## src/rtl/seg_xlate.sv

```systemverilog
module seg_xlate #(
  parameter int AW   = 32,
  parameter int SEGW = 8
) (
  input  logic            clk,
  input  logic            rst_n,
  input  logic [AW-1:0]   tbl_base_i,
  input  logic [SEGW:0]   tbl_len_i,
  input  logic            req_valid_i,
  output logic            req_ready_o,
  input  logic [SEGW-1:0] req_seg_i,
  input  logic [AW-5:0]   req_off_i,
  input  logic [1:0]      req_acc_i,
  output logic            mem_valid_o,
  input  logic            mem_ready_i,
  output logic [AW-1:0]   mem_addr_o,
  input  logic            mem_rvalid_i,
  input  logic [AW-1:0]   mem_rdata_i,
  output logic            res_valid_o,
  input  logic            res_ready_i,
  output logic [AW-1:0]   res_paddr_o,
  output logic [2:0]      res_trap_o
);

  localparam int LIMW = AW - 4;

  typedef enum logic [2:0] {S_IDLE, S_REQ0, S_WAIT0, S_REQ1, S_WAIT1, S_DONE} state_t;

  state_t          st;
  logic [AW-1:0]   entry_q;
  logic [LIMW-1:0] off_q;
  logic [1:0]      acc_q;
  logic [AW-1:0]   base_q;
  logic [AW-1:0]   paddr_q;
  logic [2:0]      trap_q;

  logic [AW-1:0]   entry_d;
  logic            seg_ok;
  logic            d_valid;
  logic            d_perm;
  logic [LIMW-1:0] d_limit;
  logic [2:0]      trap_d;

  assign entry_d = tbl_base_i + {{(AW-SEGW-3){1'b0}}, req_seg_i, 3'b000};
  assign seg_ok  = {1'b0, req_seg_i} < tbl_len_i;

  assign d_valid = mem_rdata_i[3];
  assign d_limit = mem_rdata_i[AW-1:4];

  always_comb begin
    case (acc_q)
      2'd0:    d_perm = mem_rdata_i[2];
      2'd1:    d_perm = mem_rdata_i[1];
      2'd2:    d_perm = mem_rdata_i[0];
      default: d_perm = 1'b0;
    endcase
  end

  always_comb begin
    if (!d_valid)              trap_d = 3'd2;
    else if (!d_perm)          trap_d = 3'd3;
    else if (off_q >= d_limit) trap_d = 3'd4;
    else                       trap_d = 3'd0;
  end

  always_ff @(posedge clk) begin
    if (!rst_n) begin
      st      <= S_IDLE;
      entry_q <= '0;
      off_q   <= '0;
      acc_q   <= '0;
      base_q  <= '0;
      paddr_q <= '0;
      trap_q  <= '0;
    end else begin
      case (st)
        S_IDLE: if (req_valid_i) begin
          entry_q <= entry_d;
          off_q   <= req_off_i;
          acc_q   <= req_acc_i;
          paddr_q <= '0;
          if (seg_ok) begin
            st <= S_REQ0;
          end else begin
            trap_q <= 3'd1;
            st     <= S_DONE;
          end
        end
        S_REQ0:  if (mem_ready_i) st <= S_WAIT0;
        S_WAIT0: if (mem_rvalid_i) begin
          base_q <= mem_rdata_i;
          st     <= S_REQ1;
        end
        S_REQ1:  if (mem_ready_i) st <= S_WAIT1;
        S_WAIT1: if (mem_rvalid_i) begin
          trap_q  <= trap_d;
          paddr_q <= (trap_d == 3'd0) ? base_q + {4'b0000, off_q} : '0;
          st      <= S_DONE;
        end
        S_DONE:  if (res_ready_i) st <= S_IDLE;
        default: st <= S_IDLE;
      endcase
    end
  end

  assign req_ready_o = (st == S_IDLE);
  assign mem_valid_o = (st == S_REQ0) || (st == S_REQ1);
  assign mem_addr_o  = (st == S_REQ1) ? entry_q + 4 : entry_q;
  assign res_valid_o = (st == S_DONE);
  assign res_paddr_o = paddr_q;
  assign res_trap_o  = trap_q;

endmodule

```

## config.mk

```make
export PLATFORM = sky130hd
export DESIGN_NAME = seg_xlate
export DESIGN_NICKNAME = d
export VERILOG_FILES = /design/src/rtl/seg_xlate.sv
export SDC_FILE = /design/constraint.sdc
export NUM_CORES = 1
export LEC_CHECK = 0
export ABC_AREA = 0
export BUFFER_PORTS_ARGS = -buffer_cell sky130_fd_sc_hd__buf_2
export CAP_MARGIN = 20
export CORE_ASPECT_RATIO = 0.8
export CORE_UTILIZATION = 45
export CTS_CLUSTER_DIAMETER = 60
export DETAILED_ROUTE_END_ITERATION = 7
export GPL_ROUTABILITY_DRIVEN = 0
export PLACE_DENSITY = 0.69
export SLEW_MARGIN = 20
export SYNTH_ARGS = -nofsm -noshare
export SYNTH_HDL_FRONTEND = slang
export SYNTH_SLANG_ARGS = --single-unit
```

## constraint.sdc

```tcl
create_clock -name clk -period 7.3 [get_ports clk]
set_input_delay 0.365 -clock clk [delete_from_list [all_inputs] [get_ports clk]]
set_output_delay 0.365 -clock clk [all_outputs]
set_load 0.01 [all_outputs]
```

; ---- Yosys cells after proc, flatten, opt, wreduce, memory -nomap -nowiden
; Cells that the tools add are included.
[classes]
shift = 0
addsub = 3
n_reduce_logical = 10
eq_ne = 14
n_mul = 0
bitwise_logic = 0
div = 0
muxes = 21
magnitude_cmp = 2
[op_table]
columns = op, count
row1 = $mux W32, 4
row2 = $pmux W32 S2, 1
row3 = $mux W3, 13
row4 = $add A32 B11 Y32, 1
row5 = $add A32 B28 Y32, 1
row6 = $add A32 B3 Y32 const B, 1
row7 = $ge A28 B28 Y1, 1
row8 = $pmux W3 S6, 1
row9 = $ne A2 B2 Y1 const B, 6
row10 = $lt A8 B9 Y1, 1
row11 = $eq A3 B2 Y1 const B, 2
row12 = $eq A3 B3 Y1 const B, 2
row13 = $logic_not A3 Y1, 2
row14 = $pmux W3 S2, 1
row15 = $reduce_and A6 Y1, 1
row16 = $reduce_and A2 Y1, 2
row17 = $reduce_and A4 Y1, 1
row18 = $eq A3 B1 Y1 const B, 1
row19 = $pmux W1 S3, 1
row20 = $reduce_and A3 Y1, 1
row21 = $eq A2 B1 Y1 const B, 1
row22 = $eq A2 B2 Y1 const B, 1
row23 = $logic_not A2 Y1, 1
row24 = $ne A2 B1 Y1 const B, 1
row25 = other kinds (2), 2
[word_totals]
ff_bits = 132
mem_bits_rw = 0
mem_bits_ro = 0
latchBits = 0
inputBits = 117
mem_count = 0
word_cells = 57
output_inout_bits = 70

; ---- Longest topological paths before layout
; Gate-level depths: netlist of run 1.
[logic_depth]
ltp_word = 8
depth_mapped = 11
ltp_nobuf = 11

; ---- Worst setup path before layout of run 1
; Ideal clock, no wire load.
[synth_path]
kind = register -> output
start = register st[0]
end = output port mem_addr_o[31]
stages_incl_launch_ff = 11
path_slack_ns = 4.655
t_required_ns = 6.935
arrival_time_ns = 2.280
n_path_buf = 2
cell_sequence = dfxtp_1 > buf_4 > nor2b_1 > and2_1 > buf_2 > and4_1 > and3_1 > and3_1 > nand3_1 > nor3_1 > xor2_1
[synth_between]
elab_chain_cells = 2
[synth_lines]
columns = item, line_no
row1 = start: declaration, 29  ; state_t st;
row2 = start signal: assignment, 68  ; st <= S_IDLE;
row3 = start signal: assignment, 83  ; st <= S_REQ0;
row4 = start signal: assignment, 86  ; st <= S_DONE;
row5 = $eq A3 B2 Y1, 108  ; assign mem_addr_o = (st == S_REQ1) ? entry_q + 4 : entry_q;
row6 = $mux W32, 108
row7 = end: declaration, 16  ; output logic [AW-1:0] mem_addr_o,
; No other way between the ends.

; ---- Final worst setup path of run 1
; Same ends and word-level chain as after synthesis.

==> run summary, run 1 <==
The number of remaining DRC errors is 0. The later-pin clock latency in the skew report is 420 ps. The commonest cells after synthesis are sky130_fd_sc_hd__nand2_1, sky130_fd_sc_hd__dfxtp_1, sky130_fd_sc_hd__a21oi_1. The worst endpoint required time is 6930 ps.

The worst clock skew on the final layout is 11.4 ps. The final hold slack came out at 173 ps. The maximum vdd drop is 0.156 mV.

The total CTS buffers came out at 17. The hold violation total from the final report was 0. The flow ran to the end, and the final reports show no timing, DRC or antenna violations.

The shortest period the worst path allows came out at 3420 ps. The maximum level of the CTS H-tree is 4. The via count of the first global-routing pass is 7,298.

The power density over the cells is 277 nW/um^2. The floorplan step set the die height to 123 um. The residual overflow from global routing came out at 0. The leakage power came out at 4.69 nW. The async set-or-reset flop fraction in the synthesized netlist came out at 0. After routing the design area is 9970 um^2. The post-synthesis sequential area ratio is 0.319. Measured along the x axis, the die boundary spans 154 um. The post-synthesis cell type with the largest combined area is sky130_fd_sc_hd__dfxtp_1. The area of the core came out at 18,100 um^2. The number of setup buffers added after CTS is 0. The final count of pins violating max slew is 0. For this run, the total global-route usage over all layers was measured as 0.248.

The synthesized netlist cell count is 1,079. The via density per instance came out at 5.46. Gates resized during post-CTS repair numbered 0.

The final antenna diode count came out at 0. The maximum achievable frequency came out at 292 MHz. The initial antenna violation count came out at 1. The cell area after placement is 9330 um^2.

The biggest fanout along the worst timing path is 11. Each instance of the synthesized netlist takes up on average 7.68 um^2. The number of max-cap violations came out at 0. The worst hold-check path type is in -> reg. The longest clock path from root to sink contains 2 buffers. The most numerous cell in the Yosys netlist is sky130_fd_sc_hd__nand2_1. The number of synthesized flops with an enable pin came out at 0. Setup repair after global routing left no endpoint under its margin. The reg-to-reg critical path startpoint is off_q[1]. The standard-cell row count is 44. When the netlist entered floorplanning its net count stood at 1,270.

The number of I/O port buffers is 186. The number of DRC markers after the initial detailed-route iteration came out at 542. Synthesis inferred 132 register bits. The worst relative slew slack came out at 0.305. The HPWL reported at the end of detailed placement came out at 17.1 mm. The worst setup path is captured at an output pin. The area of the die came out at 19,000 um^2.

The area share of the largest cell type after synthesis is 0.319. The count of clock tree sinks came out at 132. The antenna violation net count after detailed routing is 0. The final clock period utilization by the worst path came out at 0.469. TritonCTS built the clock tree. The global-route wire length before repair came out at 36.9 mm.

The sum of negative setup slack is 0 ps. The most used flip-flop cell after synthesis is sky130_fd_sc_hd__dfxtp_1. The register-to-register setup slack is 4190 ps.

The cell area that synthesis handed to floorplanning was 8290 um^2. Before antenna repair, the detailed router went through 5 iterations. At the end of the flow, the number of nets in the layout was 1,422. Summing over every cut layer, the via total after detailed routing is 8,048. Entering global routing, the biggest net connects 82 pins. In this run the worst setup path begins at st[0]. In this run the most critical hold path is launched from tbl_base_i[0].

The distinct cell type count after synthesis is 64. In the final layout, the share of cells above drive strength 1 is 0.191. Clock-pin slew was measured on the worst setup and hold paths at 60 ps.

After synthesis, the cell types taking the most area are sky130_fd_sc_hd__dfxtp_1, sky130_fd_sc_hd__ha_1, sky130_fd_sc_hd__nand2_1. The transition time at the pin with the least slew margin is 1040 ps. Once layout is complete, the utilization of the core stands at 0.550.

At the worst endpoint, the arrival time is 3060 ps. The number of cells in the design after placement is 1,442. STA classifies the critical path startpoint as a register. The layout-stage area growth over the synthesis result came out at 20.2%. The non-filler instance count after layout came out at 1,473.

The post-detailed-routing wire length is 23.2 mm. In this run the clock root is driven by a sky130_fd_sc_hd__clkbuf_16. The Yosys step of the flow raised 0 warnings. The number of hold-repair buffers added at the cts stage came out at 0. The detailed-route wire length per cell came out at 15.7 um.

The I/O pin total came out at 187. The initial core utilization came out at 0.458. The start-to-end type of the worst setup path is reg -> out. The total setup violations reported at the end of the flow is 0.
worst paths after layout:
kind,depth (start not counted),endpoint
min,3,entry_q[0]
max reg2reg,9,res_paddr_o[31]
max,9,mem_addr_o[31]
min reg2reg,2,res_paddr_o[26]
worst max-delay path, cell delays in order (launching register included):
cell and delay, ps:
sky130_fd_sc_hd__dfxtp_1 520, sky130_fd_sc_hd__nor2b_1 260, sky130_fd_sc_hd__and2_1 300, sky130_fd_sc_hd__and4_1 310
sky130_fd_sc_hd__and3_1 230, sky130_fd_sc_hd__and3_1 280, sky130_fd_sc_hd__nand3_1 190, sky130_fd_sc_hd__nor3_1 240
sky130_fd_sc_hd__xor2_1 160, sky130_fd_sc_hd__buf_2 140
sequential cells by signal (all words and copies together), names as in the netlist:
signal       cells
acc_q            2
base_q          32
entry_q         32
off_q           28
res_paddr_o     32
res_trap_o       3
st               3
metrics by stage:
stage               power, mW  setup WS [ps]
finish                   2.76           3880
global route             2.92           3710
CTS                      2.78           3900
detailed placement       1.84           4130
global placement         1.83           4220
floorplan                1.55           4660
power by group:
group	internal, mW	switching, mW	total [mW]	leakage (nW)
Combinational	0.332	0.543	0.875	3.32
Clock	0.588	0.333	0.921	0.301
Sequential	0.835	0.128	0.964	1.07
final cells by class:
cell class	count	area [um^2]
multi-input combinational	831	5210
fill	1718	8140
sequential	132	2640
timing repair buffer	193	983
clock buffer	19	453
tap	230	288
clock inverter	12	179
inverter	56	211
routing by layer:
layer  wire [um]  track usage  part of all wire
met1       11500        0.347              0.50
met2        9650        0.368              0.42
met3        1560       0.0571             0.067
met4         457       0.0981             0.020
met5          11            0           0.00047
cell families (layout without fill, tap and decap cells):
logic type               count (synthesis)  in the layout  synth area share
AND/OR/NAND/NOR                        380            380             0.207
flip-flops                             132            132             0.319
buffers and inverters                  116            280            0.0552
adder cells (fa/ha/maj)                 74             74             0.113
AO/OA/AOI/OAI                          298            298             0.221
multiplexers                             4              4           0.00498
XOR/XNOR                                75             75            0.0792
layout by cell type (no fill, tap or decap), drive strengths merged, types with 7 or more instances in the layout:
cell type    n
a311oi       7
a21o        31
o21bai       8
o21ai       54
xnor2       46
inv         56
nor2b        8
a21oi      126
xor2        29
and3        22
clkbuf      19
and2         9
ha          72
dfxtp      132
nor2        57
nor3         9
buf        193
nand4       16
a22oi       20
a211oi      12
nand2      203
nand3       29
Note: power is estimated with default switching activity, not from simulation.
==> inputs of run 2 (changes only) <==
--- a/config.mk
+++ b/config.mk
@@ -13,7 +13,7 @@
 export CTS_CLUSTER_DIAMETER = 60
 export DETAILED_ROUTE_END_ITERATION = 7
 export GPL_ROUTABILITY_DRIVEN = 0
-export PLACE_DENSITY = 0.69
+export PLACE_DENSITY = 0.72
 export SLEW_MARGIN = 20
 export SYNTH_ARGS = -nofsm -noshare
 export SYNTH_HDL_FRONTEND = slang
==> constraint.sdc (replaced) <==
create_clock -name clk -period 2.9 [get_ports clk]
set_input_delay 0.145 -clock clk [delete_from_list [all_inputs] [get_ports clk]]
set_output_delay 0.145 -clock clk [all_outputs]
set_load 0.01 [all_outputs]
==> run summary, run 2 (synthesis gave the netlist of run 1 again) <==
Status: complete, no violations (unchanged). The launching element type of the critical path is a register (unchanged). The worst endpoint required time was 2760 ps (was 6930 ps). The worst relative slew slack is 0.397 (was 0.305).

The register-to-register setup slack came out at 150 ps (was 4190 ps). The number of remaining DRC errors came out at 0 (unchanged). The via density per instance came out at 5.43 (was 5.46). The count of vias placed by the detailed router came to 8,420 (was 8,048). The number of nets in the layout was 1,500 (was 1,422). The later-pin clock latency in the skew report is 430 ps (was 420 ps). The sum of negative setup slack came out at 0 ps (unchanged). The width of the die is 154 um (unchanged). The transition time at the pin with the least slew margin is 892 ps (was 1040 ps).

The arrival time at the worst endpoint came out at 2620 ps (was 3060 ps). The utilization after layout was 0.599 (was 0.550). The clock tree from TritonCTS was yes (unchanged). The number of cells on the worst hold path came out at 3 (unchanged). The layout-stage area growth over the synthesis result was 30.9% (was 20.2%). The length of the first detailed-routing pass in iterations is 5 (unchanged). The share of layout cells above drive strength 1 is 0.208 (was 0.191). The reg-to-reg critical path startpoint is off_q[0] (was off_q[1]). The maximum clock path buffer count came out at 2 (unchanged). The endpoint of the worst register-to-register path is res_paddr_o[28] (was res_paddr_o[31]). The worst hold-check path type is in -> reg (unchanged). The residual overflow from global routing was 0 (unchanged). The maximum number of pins on one net before global-route repair came out at 82 (unchanged). The area of the die is 19,000 um^2 (unchanged).

The hold violation total from the final report came to 0 (unchanged). The leading cell type in the layout, fill and taps excluded was sky130_fd_sc_hd__nand2_1 (unchanged). Leading cell types in the layout, fill and taps excluded: sky130_fd_sc_hd__nand2_1, sky130_fd_sc_hd__buf_2, sky130_fd_sc_hd__dfxtp_1, sky130_fd_sc_hd__a21oi_1, sky130_fd_sc_hd__ha_1 (unchanged).

The maximum vdd drop came out at 0.463 mV (was 0.156 mV). The biggest fanout along the worst timing path is 4 (was 11). The HPWL reported at the end of detailed placement is 17.4 mm (was 17.1 mm). The maximum achievable frequency came out at 362 MHz. The die extent in y came out at 123 um (unchanged). The start point of the critical path is entry_q[7] (was st[0]).

The shortest period the worst path allows came out at 2770 ps. The initial antenna violation count came out at 0 (was 1). The power density over the cells is 668 nW/um^2 (was 277 nW/um^2). The final count of pins violating max slew came out at 0 (unchanged). The root cell of the clock tree was sky130_fd_sc_hd__clkbuf_16 (unchanged). The count of clock tree sinks is 132 (unchanged).

The final antenna diode count came out at 0 (unchanged). The launch point of the worst hold path is mem_rdata_i[21] (was tbl_base_i[0]). The initial core utilization is 0.458 (unchanged). The number of DRC markers after the initial detailed-route iteration came to 539 (was 542). The global-route wire length before repair is 39.1 mm (was 36.9 mm).

The standard-cell row count came out at 44 (unchanged). The final clock period utilization by the worst path came out at 0.954. The maximum level of the CTS H-tree came out at 4 (unchanged). The endpoint class of the critical path is an output pin (unchanged).

The detailed-route wire length per cell came to 15.7 um (about the same). The start-to-end type of the worst setup path is reg -> out (unchanged). The worst reg-to-reg path cell count came out at 10 (was 9).

The total CTS buffers came out at 17 (unchanged). The via count of the first global-routing pass came to 7,912 (was 7,298). The I/O pin total is 187 (unchanged). The count of filler cells inserted in the layout came out at 1,634 (was 1,718). The end point of the most critical hold path was base_q[21] (was entry_q[0]). The total global routing track utilization was 0.260 (was 0.248). The clock transition at the registers of the reported paths is 60 ps (about the same). The setup slack at placement came out at 27.4 ps (was 4130 ps).

The area of the core is 18,100 um^2 (unchanged). The total setup violations reported at the end of the flow came to 0 (unchanged). The worst clock skew on the final layout came out at 11.3 ps (was 11.4 ps). The antenna violation net count after detailed routing came out at 0 (unchanged). The leakage power came out at 5.07 nW (was 4.69 nW). The number of max-cap violations is 0 (unchanged).

The post-route worst setup slack came out at 134 ps (was 3880 ps). The post-detailed-routing wire length was 24.4 mm (was 23.2 mm). The number of I/O port buffers came to 186 (unchanged).
[run 2: cell types whose count changed in the layout (fill, tap and decap cells not counted), sizes merged]
cell	delta
clkbuf	+1
dlygate4sd3	+62
bufinv	+1
buf	+16
clkinv	-1
[run 2: through the flow]
| step | hold slack (ps) | instances | instance area (um^2) | power, mW |
|---|---|---|---|---|
| after floorplan | 281 | 1079 | 8290 | 3.90 |
| after global placement | 387 | 1457 | 9460 | 4.65 |
| after detailed placement | 390 | 1457 | 9460 | 4.69 |
| after CTS | 1.37 | 1551 | 10800 | 7.22 |
| after global routing | 11.1 | 1552 | 10900 | 7.66 |
| final | 8.77 | 1552 | 10900 | 7.25 |
[run 2: worst max-delay path by stage]
stage	endpoint	slack [ps]	depth (start not counted)
6_report	mem_addr_o[27]	130	9
3_3_place_gp	res_paddr_o[29]	150	10
3_5_place_dp	res_paddr_o[22]	30	10
2_1_floorplan	res_paddr_o[28]	330	10
4_1_cts	mem_addr_o[27]	10	9
5_1_grt	res_paddr_o[26]	-9	14
[run 2: power by group]
part           internal (mW)  total [mW]  switching [mW]
registers               2.10        2.39           0.284
clock network           1.60        2.47           0.871
logic                  0.954        2.40            1.44
total                   4.65        7.25            2.60
[run 2: timing repair]
item                                    in CTS  in global routing
endpoints found under the hold margin       62                  0
gates resized for setup                      3                 37
hold buffers                                62                  0
buffers inserted                             0                  1
pin swaps                                    0                  4
endpoints found under the setup margin       3                 39
[run 2: area by class of cell]
class / instances / area [um^2] / area share
Clock buffer: 20 / 467 / 0.0430
Clock inverter: 12 / 200 / 0.0184
Inverter: 56 / 211 / 0.0195
Multi-Input combinational cell: 831 / 5310 / 0.489
Sequential cell: 132 / 2650 / 0.244
Tap cell: 230 / 288 / 0.0265
Timing Repair Buffer: 271 / 1740 / 0.160
[run 2: critical path, cell delays in order, from the launching register on]
cell	delay [ps]
sky130_fd_sc_hd__dfxtp_1	410
sky130_fd_sc_hd__and3_1	200
sky130_fd_sc_hd__and3_1	200
sky130_fd_sc_hd__and4_1	260
sky130_fd_sc_hd__and3_1	250
sky130_fd_sc_hd__and3_4	250
sky130_fd_sc_hd__nand3_2	140
sky130_fd_sc_hd__nor2_1	150
sky130_fd_sc_hd__xor2_1	180
sky130_fd_sc_hd__buf_2	150
[run 2: layer usage]
layer	vias up	share of wire	GRT usage
li1	4229	-	-
met1	3893	0.48	0.356
met2	272	0.45	0.417
met3	26	0.062	0.0536
met4	0	0.011	0.0694
met5	-	0	0
==> inputs of run 3 (changes only) <==
--- a/config.mk
+++ b/config.mk
@@ -13,7 +13,8 @@
 export CTS_CLUSTER_DIAMETER = 60
 export DETAILED_ROUTE_END_ITERATION = 7
 export GPL_ROUTABILITY_DRIVEN = 0
-export PLACE_DENSITY = 0.72
+export HOLD_SLACK_MARGIN = 0.02
+export PLACE_DENSITY = 0.7
 export SLEW_MARGIN = 20
 export SYNTH_ARGS = -nofsm -noshare
 export SYNTH_HDL_FRONTEND = slang
==> run summary, run 3 (synthesis gave the netlist of run 1 again) <==
Status: complete, no violations (unchanged). The total setup violations reported at the end of the flow came to 0 (unchanged). The maximum clock path buffer count came out at 2 (unchanged). The width of the die is 154 um (unchanged). The length of the first detailed-routing pass in iterations came to 7 (was 5). The detailed-route wire length per cell is 15.5 um (was 15.7 um).

The proportion of power drawn by the clock network came out at 0.336 (was 0.340). The internal power of the cells is 4.67 mW (was 4.65 mW). The maximum number of pins on one net before global-route repair is 82 (unchanged). The initial antenna violation count came to 0 (unchanged).

The clock tree from TritonCTS is yes (unchanged). The root cell of the clock tree is sky130_fd_sc_hd__clkbuf_16 (unchanged). The number of max-cap violations came out at 0 (unchanged). The layout-stage area growth over the synthesis result came out at 30.8% (was 30.9%).

The number of I/O port buffers came out at 186 (unchanged). The maximum vdd drop was 0.330 mV (was 0.463 mV). The count of filler cells inserted in the layout is 1,623 (was 1,634). The launching element type of the critical path is a register (unchanged).

The via density per instance is 5.44 (was 5.43). The residual overflow from global routing is 0 (unchanged). The sum of negative setup slack came out at 0 ps (unchanged). The arrival time at the worst endpoint came out at 2610 ps (was 2620 ps).

The number of DRC markers after the initial detailed-route iteration is 664 (was 539). The area of the core was 18,100 um^2 (unchanged). The later-pin clock latency in the skew report came out at 430 ps (about the same). The maximum level of the CTS H-tree is 4 (unchanged).

The cell area after placement came out at 9450 um^2 (was 9460 um^2). The worst endpoint required time came out at 2760 ps (about the same). The number of remaining DRC errors came out at 0 (unchanged). The biggest fanout along the worst timing path was 4 (unchanged). The proportion of power drawn by combinational gates is 0.332 (was 0.331). The total global routing track utilization came to 0.258 (was 0.260). The share of layout cells above drive strength 1 came out at 0.203 (was 0.208).

The final count of pins violating max slew is 0 (unchanged). The part of the power in registers is 0.332 (was 0.329). The number of cells on the worst hold path came to 3 (unchanged).

The HPWL reported at the end of detailed placement is 17.3 mm (was 17.4 mm). The endpoint class of the critical path was an output pin (unchanged). The transition time at the pin with the least slew margin came to 955 ps (was 892 ps). The post-route worst setup slack is 149 ps (was 134 ps).

The final clock period utilization by the worst path came out at 0.949 (was 0.954). The finished layout cell area came to 10,800 um^2 (was 10,900 um^2). The count of vias placed by the detailed router was 8,470 (was 8,420). The setup slack at placement came to -71.0 ps (was 27.4 ps). The switching power of the nets came out at 2.57 mW (was 2.60 mW). The fraction of power spent switching nets came out at 0.355 (was 0.358). The area of the die came out at 19,000 um^2 (unchanged). Leading cell types in the layout, fill and taps excluded: sky130_fd_sc_hd__nand2_1, sky130_fd_sc_hd__buf_2, sky130_fd_sc_hd__dfxtp_1, sky130_fd_sc_hd__a21oi_1, sky130_fd_sc_hd__ha_1 (unchanged). The via count of the first global-routing pass came out at 7,814 (was 7,912).

The count of clock tree sinks came to 132 (unchanged). The final antenna diode count came out at 0 (unchanged). The worst clock skew on the final layout came out at 8.45 ps (was 11.3 ps). The leading cell type in the layout, fill and taps excluded is sky130_fd_sc_hd__nand2_1 (unchanged).

The initial core utilization came to 0.458 (unchanged). The hold violation total from the final report is 0 (unchanged). The leakage power came out at 5.11 nW (was 5.07 nW).

The worst reg-to-reg path cell count came out at 10 (unchanged). The number of nets in the layout came out at 1,504 (was 1,500). The global-route wire length before repair is 38.7 mm (was 39.1 mm). The start-to-end type of the worst setup path is reg -> out (unchanged).

The standard-cell row count came to 44 (unchanged). The maximum achievable frequency came out at 364 MHz (was 362 MHz). The I/O pin total is 187 (unchanged). The antenna violation net count after detailed routing is 0 (unchanged). The power density over the cells is 667 nW/um^2 (was 668 nW/um^2). The total CTS buffers came out at 17 (unchanged). The post-detailed-routing wire length came to 24.1 mm (was 24.4 mm).

The die extent in y is 123 um (unchanged). The worst relative slew slack was 0.355 (was 0.397). The worst hold-check path type was in -> reg (unchanged). The shortest period the worst path allows came to 2750 ps (was 2770 ps). The clock transition at the registers of the reported paths is 60 ps (about the same).
## run 3: cell types whose count changed in the layout (fill, tap and decap cells not counted), moves of 2 or more
cell,delta
sky130_fd_sc_hd__and4_2,+2
sky130_fd_sc_hd__buf_8,+2
sky130_fd_sc_hd__clkinvlp_4,-2
sky130_fd_sc_hd__dlygate4sd3_1,+2
sky130_fd_sc_hd__o21ai_0,+5
sky130_fd_sc_hd__o21ai_1,+3
sky130_fd_sc_hd__o21ai_2,-8
## run 3: layout make-up
class	instances	area [um^2]	area share
multi-input cells	831	5260	0.485
flip-flops and latches	132	2650	0.244
repair buffers	275	1780	0.164
clock buffers	20	467	0.0430
well taps	230	288	0.0265
inverters	56	211	0.0195
clock inverters	12	199	0.0183
## run 3: power by group through the flow
stage          clock network [mW]  logic, mW  registers (mW)
3_5_place_dp                    0       2.29            2.42
5_1_grt                      2.54       2.69            2.44
2_1_floorplan                   0       1.57            2.33
6_report                     2.43       2.40            2.40
4_1_cts                      2.46       2.38            2.38
3_3_place_gp                    0       2.26            2.41
## run 3: what timing repair did
action | CTS | global route
pin swaps | 0 | 5
endpoints found under the setup margin | 16 | 40
gates resized for setup | 4 | 27
endpoints found under the hold margin | 64 | 0
setup buffers | 1 | 1
hold buffers | 64 | 0
## run 3: routing by layer
| layer | vias up | GRT usage | wire length [um] |
|---|---|---|---|
| met5 | - | 0 | 0 |
| met4 | 0 | 0.0831 | 476 |
| met3 | 32 | 0.0589 | 1610 |
| met2 | 274 | 0.394 | 10400 |
| met1 | 3916 | 0.359 | 11600 |
| li1 | 4248 | - | - |
## run 3: critical path, cell delays in order (launching register included)
cell	delay [ps]
sky130_fd_sc_hd__dfxtp_1	390
sky130_fd_sc_hd__and3_1	180
sky130_fd_sc_hd__and3_1	190
sky130_fd_sc_hd__and4_2	270
sky130_fd_sc_hd__and3_1	240
sky130_fd_sc_hd__and3_4	240
sky130_fd_sc_hd__nand3_2	150
sky130_fd_sc_hd__nor3_4	230
sky130_fd_sc_hd__xor2_1	150
sky130_fd_sc_hd__buf_2	140
## run 3: through the flow
step                      utilization  power [mW]  hold slack, ps  cells
after floorplan                     -        3.90             281   1079
after global placement          0.522        4.67             388   1458
after detailed placement        0.522        4.71             391   1458
after CTS                       0.595        7.22            21.6   1555
after global routing            0.599        7.67            40.7   1556
final                           0.599        7.23            35.2   1556
## run 3: path summary, 6_finish.rpt
kind | start | endpoint | slack (ps)
worst min-delay path | tbl_base_i[20] | entry_q[20] | 40
worst max register to register | off_q[0] | res_paddr_o[28] | 160
worst max-delay path | entry_q[7] | mem_addr_o[31] | 150
worst min register to register | res_paddr_o[26] | res_paddr_o[26] | 450
